`src/rtl/flag_pair_picker.sv`:
```
module flag_pair_picker #(
  parameter int DATA_W = 32
) (
  input  logic                          clk,
  input  logic                          rst_n,
  input  logic                          pick_en,
  input  logic [DATA_W-1:0]             pick_data,
  input  logic [$clog2(DATA_W/2)-1:0]   pick_index,
  input  logic [3:0]                    cond_code,
  input  logic                          wz_en,
  input  logic                          wc_en,
  input  logic                          alu_z,
  input  logic                          alu_c,
  output logic                          flag_z,
  output logic                          flag_c,
  output logic                          exec_ok
);
  localparam int PAIRS = DATA_W / 2;

  logic [1:0] pair [PAIRS];
  logic [1:0] sel;
  logic       pick_fire;

  genvar g;
  generate
    for (g = 0; g < PAIRS; g++) begin : g_pair
      assign pair[g] = pick_data[2*g+1 : 2*g];
    end
  endgenerate

  assign sel       = pair[pick_index];
  assign exec_ok   = cond_code[{flag_z, flag_c}];
  assign pick_fire = pick_en & exec_ok;

  always_ff @(posedge clk or negedge rst_n) begin
    if (!rst_n) begin
      flag_z <= 1'b0;
      flag_c <= 1'b0;
    end else if (pick_fire) begin
      flag_z <= sel[1];
      flag_c <= sel[0];
    end else if (exec_ok && !pick_en) begin
      if (wz_en) flag_z <= alu_z;
      if (wc_en) flag_c <= alu_c;
    end
  end

  // a fired pick lands the chosen data bits in Z and C
  a_r2_pick_loads: assert property (@(posedge clk) disable iff (!rst_n)
    pick_en && exec_ok |=> flag_z == $past(pick_data[{pick_index, 1'b1}])
                        && flag_c == $past(pick_data[{pick_index, 1'b0}]));

  // a pick whose condition fails changes nothing
  a_r7_blocked_pick: assert property (@(posedge clk) disable iff (!rst_n)
    pick_en && !exec_ok |=> $stable(flag_z) && $stable(flag_c));

  // with no enabled write, Z holds
  a_r9_z_hold: assert property (@(posedge clk) disable iff (!rst_n)
    !(exec_ok && (pick_en || wz_en)) |=> $stable(flag_z));

  // with no enabled write, C holds
  a_r9_c_hold: assert property (@(posedge clk) disable iff (!rst_n)
    !(exec_ok && (pick_en || wc_en)) |=> $stable(flag_c));

  // an ordinary write to C only leaves Z alone
  a_r8_c_only: assert property (@(posedge clk) disable iff (!rst_n)
    exec_ok && !pick_en && wc_en && !wz_en |=> $stable(flag_z) && flag_c == $past(alu_c));

  // never and always codes
  always_comb begin
    if (rst_n && cond_code == 4'b0000) a_r5_never: assert (!exec_ok);
    if (rst_n && cond_code == 4'b1111) a_r5_always: assert (exec_ok);
  end
endmodule

```
`config.mk`:
```
export PLATFORM = sky130hd
export DESIGN_NAME = flag_pair_picker
export DESIGN_NICKNAME = d
export VERILOG_FILES = /design/src/rtl/flag_pair_picker.sv
export SDC_FILE = /design/constraint.sdc
export NUM_CORES = 1
export LEC_CHECK = 0
export ABC_CLOCK_PERIOD_IN_PS = 3650
export BUFFER_PORTS_ARGS = -buffer_cell sky130_fd_sc_hd__buf_2
export CAP_MARGIN = 20
export CORE_AREA = 2 2 39 41
export DETAILED_ROUTE_END_ITERATION = 7
export DIE_AREA = 0 0 41 43
export PLACE_DENSITY = 0.86
export SYNTH_ARGS = -nofsm -noshare
export SYNTH_HDL_FRONTEND = slang
export SYNTH_SLANG_ARGS = --single-unit
```
`constraint.sdc`:
```
create_clock -name clk -period 3.65 [get_ports clk]
set_clock_uncertainty 0.1 [all_clocks]
set_input_delay 0.73 -clock clk [delete_from_list [all_inputs] [get_ports clk]]
set_output_delay 0.73 -clock clk [all_outputs]
set_load 0.02 [all_outputs]
```
# After elaboration in Yosys (flattened, before gate mapping)
# Cells that the tools add are included.
[totals]
ram_bits = 0
latch_bits = 0
ff_bits = 2
out_inout_bits = 3
memories = 0
word_cells = 24
in_bits = 47
mem_bits_ro = 0
[classes]
bitwise_logic = 2
n_addsub = 0
n_reduce_logical = 7
div = 0
n_mux = 11
n_lt_le_gt_ge = 2
shift = 0
multipliers = 0
n_eq_ne = 0
[op_table]
columns = ["op", "count"]
rows = [
  ["binary-select mux 2 bit (select 4 bit)", 1],
  ["2-to-1 mux 1 bit", 7],
  ["nonzero test 2 bit", 3],
  [">= comparator 5 bit (second input constant)", 1],
  ["NOT 4 -> 5 bit", 1],
  ["2-to-1 mux 2 bit", 2],
  ["AND reduction 2 bit", 2],
  ["< comparator 2 x 3 -> 1 bit (second input constant)", 1],
  ["binary-select mux 1 bit (select 2 bit)", 1],
  ["bitwise AND 1 bit", 1],
  ["logical AND 1 bit", 1],
  ["logical NOT 1 bit", 1],
]

# Depth between registers and ports, before layout
[depth]
depth_word = 5
mapped_depth = 5
ltp_nobuf = 4

# Worst setup path after synthesis
# No wires, ideal clock.
[synth_timing]
path_kind = "input to register"
startpoint = "in pick_index[2]"
endpoint = "reg flag_z"
arrival_time_ns = 1.962
required_ns = 3.419
setup_ns = 0.131
path_buffers = 1
cell_stages = 5
setup_slack_ns = 1.456
cell_sequence = "buf_6 > mux4_1 > mux4_2 > nor2_1 > nor4_1"
[synth_via]
elab_chain_len = 5
[synth_rtl]
columns = ["item", "line_no", "text"]
rows = [
  ["from (decl)", "8", "input logic [$clog2(DATA_W/2)-1:0] pick_index,"],
  ["NOT 4 -> 5 bit (not written as such)", "31", "assign sel = pair[pick_index];"],
  ["binary-select mux 2 bit (select 4 bit)", "31", ""],
  ["2-to-1 mux 2 bit (not written as such) (2 in a row)", "31", ""],
  ["2-to-1 mux 1 bit", "39", "end else if (pick_fire) begin"],
  ["to (signal assigned)", "40", "flag_z <= sel[1];"],
  ["to (signal assigned)", "43", "if (wz_en) flag_z <= alu_z;"],
  ["to (decl)", "14", "output logic flag_z,"],
]
# Every way passes these cells. The select of a mux whose other input is x is not followed.
# A chain may end at the register's enable or synchronous reset.

# Worst setup path after layout
[layout_timing]
startpoint = "in cond_code[3]"
endpoint = "out exec_ok"
[layout_via]
elab_chain_len = 2
[layout_rtl]
columns = ["item", "line_no", "text"]
rows = [
  ["from (decl)", "9", "input logic [3:0] cond_code,"],
  ["binary-select mux 1 bit (select 2 bit)", "32", "assign exec_ok = cond_code[{flag_z, flag_c}];"],
  ["2-to-1 mux 1 bit (not written as such)", "32", ""],
  ["to (decl)", "16", "output logic exec_ok"],
]
# Every way passes these cells. The select of a mux whose other input is x is not followed.

==> flow_summary.toml <==
[status]
outcome = "complete, no violations"

[global_routing]
grt_pass1_wl_um = 1360
antenna_found_initial = 0
grt_pass1_vias = 421
grt_max_degree = 9
grtUsageTotal_pct = 11.2
grt_overflow_total = 0

[worst_setup_path]
critical-path-max-stage-delay_ns = 0.51
crit_family = "multiplexers"
cp_max_fo = 5
crit_path_frequent_cell = "buf_2"
worstPathCellList = "buf_2, mux4_2, buf_2"
cp.arrival_ns = 1.53
cp.buffers_inverters = 2
r2r_slack_ns = 2.05
worstPathRequired_ns = 2.82
critical_path.slowest_cell = "mux4_2"
worst_setup_path_end_kind = "output port"
worstSetupStartpointType = "input port"
critPathKind = "in -> out"

[synthesis]
syn_nets = 77
synth_cell_types = 17
syn_area_per_cell_um2 = 14.0
synth_top_area_cell = "mux4_1"
synth_top_cell_area_share_pct = 50.0
synth.area.top_cells = "mux4_1 50%, dfrtp_1 12%, mux4_2 11%, nand3b_1 3.6%, buf_6 2.7%"
synth_seq_cells = 2
yosysSeqAreaShare_pct = 11.9
synth.cell_area_um2 = 420
syn_inst = 30
ys_warn_count = 0

[cells_and_area]
final_nets = 129
final-seq-area_um2 = 50.0
diodes = 0
synthToLayoutAreaGrowth_pct = 64.9
fillers = 124
drive_gt1_share_pct = 68.8
multiInputGateArea_um2 = 355

[placed_design]
hpwlAfterDp_um = 979
portBuffers = 49
gp_congestion = 0.744
dpl_worst_slack_ns = 1.28

[routing]
firstDrtPassIters = 2
antenna_left = 0
drc_errors = 0
drt_wl_total_um = 1050
vias = 497
via_per_inst = 5.18
drt_iter0_markers = 4
wl_per_cell_um = 11.0

[cts]
clk_latency_ns = 0.22
cts.repair.resized = 0
hold_buffers = 0
clk_pin_slew_worst_paths_ns = 0.03
postCtsSetupBuffers = 0
numCtsBuffers = 3
clock-sinks = 2
root_buffer = "clkbuf_4"
max-clock-path-buffers = 2
cts_tree = "built"
cts_htree_levels = 1

[timing]
hold_viol = 0
max_freq_ghz = 0.423
max_slew.worst_pin.slew_ns = 0.249
maxSlewViolCount = 0
period_share_pct = 64.8
maxSlewHeadroom_pct = 83.2
rsz0062_at_grt = "no"
period_minus_slack_ns = 2.36
tns_ns = 0
fin_ws_ns = 1.29
setup-violations-final = 0

[power_and_ir_drop]
p_leak_uw = 0.000362
power_uw = 231
vdd_drop_max_v = 0.000159
power_density_nw_per_um2 = 333

[floorplan]
initial_utilization_pct = 30.4
ioPinCount = 50
die_area_um2 = 1760
coreArea_um2 = 1380
die_height_um = 43
row_count = 14
die_x_um = 41

[min_path]
hold_class = "in -> async"

[job]
maxCapViolCount = 0
worst reg2reg max path, stage by stage, from the launching register on:
cell,delay [ns]
dfrtp_1,0.37
mux4_2,0.56
nor4bb_1,0.17
nor4_1,0.29
cells in the final DEF, fill, tap and decap left out, drive strengths merged:
cell     n
buf     49
mux4    10
nor2     3
clkbuf   3
nand3b   2
nand2    2
dfrtp    2
nand3    1
a21oi    1
a21o     1
mux2     1
a22oi    1
a41oi    1
nor4bb   1
nor3     1
nor4     1
worst paths after layout:
path / startpoint / to / cells past startpoint
setup / recovery: cond_code[3] / exec_ok / 3
hold / removal: rst_n / flag_z$_DFFE_PN0P_ / 1
min in group clk: flag_z$_DFFE_PN0P_ / flag_z$_DFFE_PN0P_ / 2
setup reg to reg: flag_c$_DFFE_PN0P_ / flag_z$_DFFE_PN0P_ / 3
hold reg to reg: flag_z$_DFFE_PN0P_ / flag_z$_DFFE_PN0P_ / 2
max in group asynchronous: rst_n / flag_c$_DFFE_PN0P_ / 1
power by group:
group	leakage, uW	total (uW)	internal [uW]	switching, uW
registers	0.0000230	46.9	33.9	13.0
clock network	0.0000138	48.5	36.3	12.3
logic	0.000325	135	74.1	61.2
total	0.000362	231	144	86.5
kinds of logic after synthesis:
family / count (synthesis) / synth area share [%]
multiplexers: 11 / 63.4
AND/OR/NAND/NOR: 11 / 14.3
AO/OA/AOI/OAI: 4 / 6.85
flip-flops: 2 / 11.9
buffers and inverters: 2 / 3.57
flip-flops by register name (all words and copies together) (netlist names):
signal / cells
flag_z: 1
flag_c: 1
area by class of cell:
type / count / share of cell area, %
Sequential cell: 2 / 7.22
Clock buffer: 3 / 3.25
Tap cell: 16 / 2.89
Multi-Input combinational cell: 26 / 51.3
Timing Repair Buffer: 49 / 35.4
synth_stat cells:
| library cell | count |
|---|---|
| a21o_1 | 1 |
| a21oi_1 | 1 |
| a22oi_1 | 1 |
| a41oi_1 | 1 |
| buf_6 | 1 |
| clkbuf_1 | 1 |
| dfrtp_1 | 2 |
| mux2_2 | 1 |
| mux4_1 | 8 |
| mux4_2 | 2 |
| nand2_1 | 2 |
| nand3_1 | 1 |
| nand3b_1 | 2 |
| nor2_1 | 3 |
| nor3_1 | 1 |
| nor4_1 | 1 |
| nor4bb_1 | 1 |
routing by layer:
metal | track usage, % | vias up | part of all wire (%)
met3 | 1.57 | 0 | 13
li1 | - | 242 | -
met1 | 10.6 | 214 | 36
met5 | 0 | - | 0
met4 | 6.00 | 0 | 0
met2 | 20.9 | 41 | 51
through the flow:
| step | hold slack, ns | cells | util, % | instance area, um^2 |
|---|---|---|---|---|
| finish | 0.185 | 96 | 50.1 | 693 |
| global route | 0.170 | 96 | 50.1 | 693 |
| CTS | 0.176 | 96 | 50.1 | 693 |
| detailed placement | 0.415 | 93 | 48.5 | 671 |
| global placement | 0.416 | 93 | 48.5 | 671 |
| floorplan | 0.334 | 30 | - | 420 |
Note: power is estimated with default switching activity, not from simulation.
